$ cat src/rtl/xlat_pkg.sv
package xlat_pkg;
  localparam int PAGE_SHIFT = 12;

  typedef enum logic [1:0] {
    CAUSE_MISS    = 2'd0,
    CAUSE_PRIV    = 2'd1,
    CAUSE_NOWRITE = 2'd2,
    CAUSE_NOREAD  = 2'd3
  } xlat_cause_e;
endpackage

$ cat src/rtl/xlat_rr_ptr.sv
module xlat_rr_ptr #(
  parameter int ENTRIES = 8,
  parameter int IDX_W   = 3
) (
  input  logic             clk,
  input  logic             rst,
  input  logic             advance,
  output logic [IDX_W-1:0] slot
);
  logic [IDX_W-1:0] ptr_q;

  always_ff @(posedge clk) begin
    if (rst) begin
      ptr_q <= '0;
    end else if (advance) begin
      if (ptr_q == IDX_W'(ENTRIES - 1)) ptr_q <= '0;
      else                              ptr_q <= ptr_q + 1'b1;
    end
  end

  assign slot = ptr_q;
endmodule

$ cat src/rtl/xlat_tag_store.sv
module xlat_tag_store #(
  parameter int ENTRIES = 8,
  parameter int IDX_W   = 3,
  parameter int PID_W   = 8,
  parameter int VPN_W   = 36,
  parameter int PPN_W   = 28
) (
  input  logic             clk,
  input  logic             rst,
  // lookup compare
  input  logic [PID_W-1:0] lk_pid,
  input  logic [VPN_W-1:0] lk_vpn,
  output logic             lk_hit,
  output logic [PPN_W-1:0] lk_ppn,
  output logic             lk_rd,
  output logic             lk_wr,
  output logic             lk_sup,
  // refill
  input  logic             fill_valid,
  input  logic [PID_W-1:0] fill_pid,
  input  logic [VPN_W-1:0] fill_vpn,
  input  logic [PPN_W-1:0] fill_ppn,
  input  logic             fill_rd,
  input  logic             fill_wr,
  input  logic             fill_sup,
  input  logic [IDX_W-1:0] victim,
  output logic             fill_alloc,
  // invalidate
  input  logic             inv_valid,
  input  logic             inv_all,
  input  logic [PID_W-1:0] inv_pid
);
  logic [ENTRIES-1:0] vld_q;
  logic [ENTRIES-1:0] rd_q, wr_q, sup_q;
  logic [PID_W-1:0]   pid_q [ENTRIES];
  logic [VPN_W-1:0]   vpn_q [ENTRIES];
  logic [PPN_W-1:0]   ppn_q [ENTRIES];

  logic [ENTRIES-1:0] lk_vec, fl_vec;
  logic [IDX_W-1:0]   fl_idx, wr_idx;

  for (genvar g = 0; g < ENTRIES; g++) begin : g_cmp
    assign lk_vec[g] = vld_q[g] && (pid_q[g] == lk_pid)   && (vpn_q[g] == lk_vpn);
    assign fl_vec[g] = vld_q[g] && (pid_q[g] == fill_pid) && (vpn_q[g] == fill_vpn);
  end

  always_comb begin
    lk_ppn = '0;
    lk_rd  = 1'b0;
    lk_wr  = 1'b0;
    lk_sup = 1'b0;
    for (int i = 0; i < ENTRIES; i++) begin
      if (lk_vec[i]) begin
        lk_ppn = lk_ppn | ppn_q[i];
        lk_rd  = lk_rd  | rd_q[i];
        lk_wr  = lk_wr  | wr_q[i];
        lk_sup = lk_sup | sup_q[i];
      end
    end
  end
  assign lk_hit = |lk_vec;

  always_comb begin
    fl_idx = '0;
    for (int i = 0; i < ENTRIES; i++) begin
      if (fl_vec[i]) fl_idx = IDX_W'(i);
    end
  end

  assign fill_alloc = fill_valid && !(|fl_vec);
  assign wr_idx     = (|fl_vec) ? fl_idx : victim;

  // valid bits: invalidate first, refill last
  always_ff @(posedge clk) begin
    if (rst) begin
      vld_q <= '0;
    end else begin
      if (inv_valid) begin
        for (int i = 0; i < ENTRIES; i++) begin
          if (inv_all || (pid_q[i] == inv_pid)) vld_q[i] <= 1'b0;
        end
      end
      if (fill_valid) vld_q[wr_idx] <= 1'b1;
    end
  end

  // payload storage, no reset
  always_ff @(posedge clk) begin
    if (fill_valid) begin
      pid_q[wr_idx] <= fill_pid;
      vpn_q[wr_idx] <= fill_vpn;
      ppn_q[wr_idx] <= fill_ppn;
      rd_q[wr_idx]  <= fill_rd;
      wr_q[wr_idx]  <= fill_wr;
      sup_q[wr_idx] <= fill_sup;
    end
  end
endmodule

$ cat src/rtl/xlat_cache.sv
module xlat_cache
  import xlat_pkg::*;
#(
  parameter int VA_W    = 48,
  parameter int PA_W    = 40,
  parameter int PID_W   = 8,
  parameter int DEV_W   = 4,
  parameter int ENTRIES = 8
) (
  input  logic                     clk,
  input  logic                     rst,
  input  logic                     req_valid,
  output logic                     req_ready,
  input  logic [VA_W-1:0]          req_va,
  input  logic [PID_W-1:0]         req_pid,
  input  logic [DEV_W-1:0]         req_dev,
  input  logic                     req_write,
  output logic                     rsp_valid,
  output logic [PA_W-1:0]          rsp_pa,
  output logic [DEV_W-1:0]         rsp_dev,
  output logic                     fault_valid,
  output logic [1:0]               fault_cause,
  output logic [VA_W-1:0]          fault_va,
  output logic [PID_W-1:0]         fault_pid,
  output logic [DEV_W-1:0]         fault_dev,
  output logic                     fault_write,
  input  logic                     fault_ack,
  input  logic                     fault_retry,
  input  logic                     fill_valid,
  input  logic [PID_W-1:0]         fill_pid,
  input  logic [VA_W-PAGE_SHIFT-1:0] fill_vpn,
  input  logic [PA_W-PAGE_SHIFT-1:0] fill_ppn,
  input  logic                     fill_read,
  input  logic                     fill_write,
  input  logic                     fill_priv,
  input  logic                     inv_valid,
  input  logic                     inv_all,
  input  logic [PID_W-1:0]         inv_pid
);
  localparam int VPN_W = VA_W - PAGE_SHIFT;
  localparam int PPN_W = PA_W - PAGE_SHIFT;
  localparam int IDX_W = (ENTRIES > 1) ? $clog2(ENTRIES) : 1;

  logic             flt_q, rpl_q;
  logic             lk_go;
  logic [VA_W-1:0]  lk_va;
  logic [PID_W-1:0] lk_pid;
  logic [DEV_W-1:0] lk_dev;
  logic             lk_write;
  logic             lk_hit, lk_rd, lk_wr, lk_sup;
  logic [PPN_W-1:0] lk_ppn;
  logic [IDX_W-1:0] victim;
  logic             fill_alloc;
  logic             bad;
  xlat_cause_e      cause;

  assign req_ready = !flt_q && !rpl_q;
  assign lk_go     = (req_valid && req_ready) || rpl_q;

  // replay reuses the held fault record as its request
  always_comb begin
    if (rpl_q) begin
      lk_va    = fault_va;
      lk_pid   = fault_pid;
      lk_dev   = fault_dev;
      lk_write = fault_write;
    end else begin
      lk_va    = req_va;
      lk_pid   = req_pid;
      lk_dev   = req_dev;
      lk_write = req_write;
    end
  end

  xlat_tag_store #(
    .ENTRIES(ENTRIES), .IDX_W(IDX_W), .PID_W(PID_W), .VPN_W(VPN_W), .PPN_W(PPN_W)
  ) u_tags (
    .clk       (clk),
    .rst       (rst),
    .lk_pid    (lk_pid),
    .lk_vpn    (lk_va[VA_W-1:PAGE_SHIFT]),
    .lk_hit    (lk_hit),
    .lk_ppn    (lk_ppn),
    .lk_rd     (lk_rd),
    .lk_wr     (lk_wr),
    .lk_sup    (lk_sup),
    .fill_valid(fill_valid),
    .fill_pid  (fill_pid),
    .fill_vpn  (fill_vpn),
    .fill_ppn  (fill_ppn),
    .fill_rd   (fill_read),
    .fill_wr   (fill_write),
    .fill_sup  (fill_priv),
    .victim    (victim),
    .fill_alloc(fill_alloc),
    .inv_valid (inv_valid),
    .inv_all   (inv_all),
    .inv_pid   (inv_pid)
  );

  xlat_rr_ptr #(.ENTRIES(ENTRIES), .IDX_W(IDX_W)) u_rr (
    .clk    (clk),
    .rst    (rst),
    .advance(fill_alloc),
    .slot   (victim)
  );

  // check priority: miss, privilege, then direction permission
  always_comb begin
    bad   = 1'b1;
    cause = CAUSE_MISS;
    if (!lk_hit) begin
      cause = CAUSE_MISS;
    end else if (lk_sup) begin
      cause = CAUSE_PRIV;
    end else if (lk_write && !lk_wr) begin
      cause = CAUSE_NOWRITE;
    end else if (!lk_write && !lk_rd) begin
      cause = CAUSE_NOREAD;
    end else begin
      bad = 1'b0;
    end
  end

  always_ff @(posedge clk) begin
    if (rst) begin
      flt_q     <= 1'b0;
      rpl_q     <= 1'b0;
      rsp_valid <= 1'b0;
    end else begin
      rsp_valid <= lk_go && !bad;
      rpl_q     <= 1'b0;
      if (lk_go && bad) begin
        flt_q <= 1'b1;
      end else if (flt_q && fault_ack) begin
        flt_q <= 1'b0;
        rpl_q <= fault_retry;
      end
    end
  end

  always_ff @(posedge clk) begin
    if (lk_go && !bad) begin
      rsp_pa  <= {lk_ppn, lk_va[PAGE_SHIFT-1:0]};
      rsp_dev <= lk_dev;
    end
    if (lk_go && bad) begin
      fault_cause <= cause;
      fault_va    <= lk_va;
      fault_pid   <= lk_pid;
      fault_dev   <= lk_dev;
      fault_write <= lk_write;
    end
  end

  assign fault_valid = flt_q;
endmodule

$ cat config.mk
export PLATFORM = sky130hd
export DESIGN_NAME = xlat_cache
export DESIGN_NICKNAME = d
export VERILOG_FILES = /design/src/rtl/xlat_pkg.sv /design/src/rtl/xlat_rr_ptr.sv /design/src/rtl/xlat_tag_store.sv /design/src/rtl/xlat_cache.sv
export SDC_FILE = /design/constraint.sdc
export NUM_CORES = 1
export LEC_CHECK = 0
export BUFFER_PORTS_ARGS = -buffer_cell sky130_fd_sc_hd__clkbuf_2
export CAP_MARGIN = 10
export CORE_ASPECT_RATIO = 1.1
export CORE_MARGIN = 2
export CORE_UTILIZATION = 45
export DETAILED_ROUTE_END_ITERATION = 10
export PLACE_DENSITY = 0.73
export SLEW_MARGIN = 20
export SYNTH_ARGS = -nofsm -noshare
export SYNTH_HDL_FRONTEND = slang
export SYNTH_SLANG_ARGS = --single-unit
$ cat constraint.sdc
create_clock -name clk -period 6.8 [get_ports clk]
set_input_delay 0.34 -clock clk [delete_from_list [all_inputs] [get_ports clk]]
set_output_delay 0.34 -clock clk [all_outputs]
set_load 0.02 [all_outputs]
==> impl_results.md <==
* Final period utilization at 85.3%
* Slew Viols, Final at 0
* Reg2Reg Depth at 11
* Logic pwr share at between 10 and 15%
* Die Width at around 270 microns
* Post-Route Setup TNS at 0 ps
* Max-cap violations at 0
* Final #Nets at 2980
* Status: completed
* Initial DRC Count at between 3000 and 4000
* Clk slew on worst S/H paths at around 60 ps
* Placed cells at roughly 3700
* Worst-skew pair later-pin latency at 650 ps
* Worst Hold Class: input port to flop
* Site Rows at roughly 110
* TritonCTS Sinks at 721
* Fillers at around 6300
* Ys flop type: edfxtp_1
* Gr usage total at 38.3%
* Library cells used by synthesis at 63
* Largest net degree at the start of global routing at 76
* Drt pass-1 iters at 6
* RSZ-0062 raised after global routing: no
* Via count at between 20000 and 25000
* CTS tree: yes
* Final setup margin at 1000 ps
* CP most frequent cell: nor4_1
* Die H at ~290 microns
* Max Fclk at 173 MHz
* Post-synth EDFFs at 707
* Critical-path top delay cell: mux2i_4
* Post-synthesis cell area at 34500 sq um
* R2R Setup Slk at roughly 1000 ps
* Post-CTS Setup Bufs at 0
* Worst EP arrival at 6370 ps
* R2R Path Start: rpl_q$_SDFF_PP0_
* Power Internal at 0.00815 W
* Antenna violations before repair at 8
* Die area at approximately 79000 sq um
* FFs w/ async S/R, synth at 0%
* Post-DP HPWL at 108000 microns
* Startpoint Class: flop
* Wirelength per Cell at about 39 microns
* P_sw at 0.00277 W
* Top cells by area, synth: edfxtp_1 62%, xnor2_1 18%, nor4_1 3.6%
* Final WL at 151000 microns
* Antenna Nets Post-Route at 0
* Sequential power share at 46.7%
* Post-route DRC at 0
* Clock buffer depth at 3
* IO buf count at 261
* Power Dens Cells at 267 nW/um^2
* Hold_buf cts at 31
* Layout cells sized above 1 at 19.8%
* Critical path class: flop to flop
* Area of the core at 76000 sq um
* Hold slack final at approximately 33 ps
* Post-CTS sizing at 0
* R2R Path End: rpl_q$_SDFF_PP0_
* Vias in the first global route at 24400
* Total gr overflow at 0
* Skew final at about 26 ps
* Cells after Synth at approximately 2400
* Synth top area share at between 60 and 70%
* GP Congestion at 1.01
* Clock share of power at 42.4%
* Root Buffer: clkbuf_16
* Synth warn at 0
* Leakage power at 12.9 nW
* Max_slew headroom at roughly 18%
* Worst hold stages at 2
* Initial core utilization at a little under half
* Net switching share of the total power at 25.4%
* Sequential area share after synthesis at approximately 62%
* Cts bufs inserted at 79
* Worst-path fanout max at 27
* Final hold violation count at 0
* Register bit total from synthesis at ~700
* H-tree depth at 3
* Worst VDD drop at 0.000252 V
* Avg Inst Size Synth at about 14 sq um
* Placement Setup Slack at 1150 ps
* CP required at 7370 ps
* Leading area contributor after synthesis: edfxtp_1
* Crit. End Element: flop
* Worst path cell trace: buf_12 -> mux2i_4 -> xnor2_1 -> nor4_1 -> nand4_1 -> nor3_2 -> nor4_1 -> a211oi_2 -> o211ai_1 -> a2111oi_2 -> dlygate4sd3_1
* Non-Filler Instances at 3916
* Worst hold start: req_va[1]
* Ports at 262
* Syn Nets at 2592
* Vias/cell at 6.33
* Final setup vio count at 0
* Overall Power at 0.0109 W
* CP peak stage delay at 940 ps
* Area growth syn-to-layout at 18.4%
* Tmin final at about 5800 ps
* Worst-margin pin slew at 1200 ps
* First-pass GRT wire length at between 200000 and 250000 microns
* Worst Hold End: rsp_pa[1]$_DFFE_PP_
==> final cells by class <==
type                    instances  area, sq um  area share, %
diodes                          1         2.50        0.00613
well taps                    1026         1280           3.14
flip-flops and latches        721        21500           52.7
inverters                      87          327          0.800
repair buffers                406         2600           6.36
clock inverters                45          642           1.57
multi-input cells            1531        12300           30.2
clock buffers                  99         2130           5.23
==> critical path, delay by kind of cell (launching register included) <==
kind / cells / cell delay, ps
compound gates: 3 / 1150
xor+xnor: 1 / 240
buf+inv: 2 / 940
flops: 1 / 870
mux: 1 / 940
simple gates: 4 / 1530
==> power by group through the flow <==
stage | Clock, W | Sequential, W | Combinational, W
final | 0.00463 | 0.00509 | 0.00119
after global routing | 0.00484 | 0.00510 | 0.00121
after CTS | 0.00467 | 0.00509 | 0.00116
after detailed placement | 0 | 0.00519 | 0.00114
after global placement | 0 | 0.00518 | 0.00114
after floorplan | 0 | 0.00520 | 0.000538
==> logic make-up (layout without fill, tap and decap cells) <==
| kind of cell | Yosys count | in the layout | share of synthesized area (%) |
|---|---|---|---|
| flops | 721 | 721 | 62.4 |
| buf+inv | 186 | 637 | 2.26 |
| xor+xnor | 725 | 725 | 18.4 |
| other cells | 0 | 1 | 0 |
| mux | 66 | 66 | 3.12 |
| simple gates | 528 | 528 | 8.99 |
| compound gates | 210 | 210 | 4.76 |
| fa+ha+maj | 2 | 2 | 0.0726 |
==> per-layer routing <==
| layer | vias up | wire [microns] | global-route usage, % |
|---|---|---|---|
| met5 | - | 22 | 0 |
| met4 | 4 | 10000 | 21.6 |
| met3 | 374 | 14100 | 7.81 |
| met2 | 1627 | 68100 | 59.0 |
| met1 | 12700 | 59300 | 50.6 |
| li1 | 10100 | - | - |
==> sequential cells by signal (all words and copies together) (netlist names), 40 cells and up <==
name / count
u_tags.pid_q: 64
u_tags.vpn_q: 288
u_tags.ppn_q: 224
fault_va: 48
rsp_pa: 40
==> cell usage after synthesis (4+ instances only) <==
cell,n
buf_2,12
mux2_2,18
a2111o_1,4
nor3_1,35
inv_1,87
a2111oi_0,4
or4_1,4
o22ai_1,9
nor2_1,46
a22oi_1,59
mux2i_4,31
buf_1,9
nand2_1,24
a211oi_1,4
xnor2_1,705
nand3_1,45
clkbuf_1,68
nor2b_1,8
buf_6,4
a221oi_1,30
o2bb2ai_1,5
o221ai_1,6
xor2_1,20
edfxtp_1,707
nand3b_1,5
o21ai_0,20
a221o_1,6
nand4_1,135
buf_4,5
nand2b_1,5
mux2i_1,16
dfxtp_1,14
nor4_1,197
a22o_1,32
a21oi_1,11
o31ai_1,4
==> per-stage QoR <==
stage	utilization [%]	instance area [sq um]
finish	53.7	40800
global route	53.7	40800
CTS	53.7	40800
detailed placement	49.7	37700
global placement	49.7	37700
floorplan	-	34500
==> how the worst max path moves through the flow <==
stage | start | to | slack, ps | cells past startpoint
detailed placement | rpl_q$_SDFF_PP0_ | fault_va[13]$_DFFE_PP_ | 1150 | 11
global placement | rpl_q$_SDFF_PP0_ | fault_pid[7]$_DFFE_PP_ | 1230 | 11
global route | rpl_q$_SDFF_PP0_ | rpl_q$_SDFF_PP0_ | 950 | 11
floorplan | rpl_q$_SDFF_PP0_ | fault_cause[0]$_SDFFCE_PP0P_ | 810 | 11
finish | rpl_q$_SDFF_PP0_ | rpl_q$_SDFF_PP0_ | 1000 | 11
CTS | rpl_q$_SDFF_PP0_ | rpl_q$_SDFF_PP0_ | 1110 | 11
==> placed cells by master (no fill, tap or decap), drive strengths merged, types with 8 or more instances in the layout <==
cell         synthesis  final
a21oi               11     11
a221oi              30     30
a22o                32     32
a22oi               59     59
buf                 31    114
bufinv               0     14
clkbuf              68    360
clkinv               0     24
dfxtp               14     14
dlygate4sd3          0     31
edfxtp             707    707
inv                 87     91
mux2                18     18
mux2i               48     48
nand2               24     24
nand3               45     45
nand4              135    135
nor2                46     46
nor2b                8      8
nor3                35     35
nor4               201    201
o21ai               20     20
o22ai                9      9
xnor2              705    705
xor2                20     20
(Power assumes the default switching activity.)
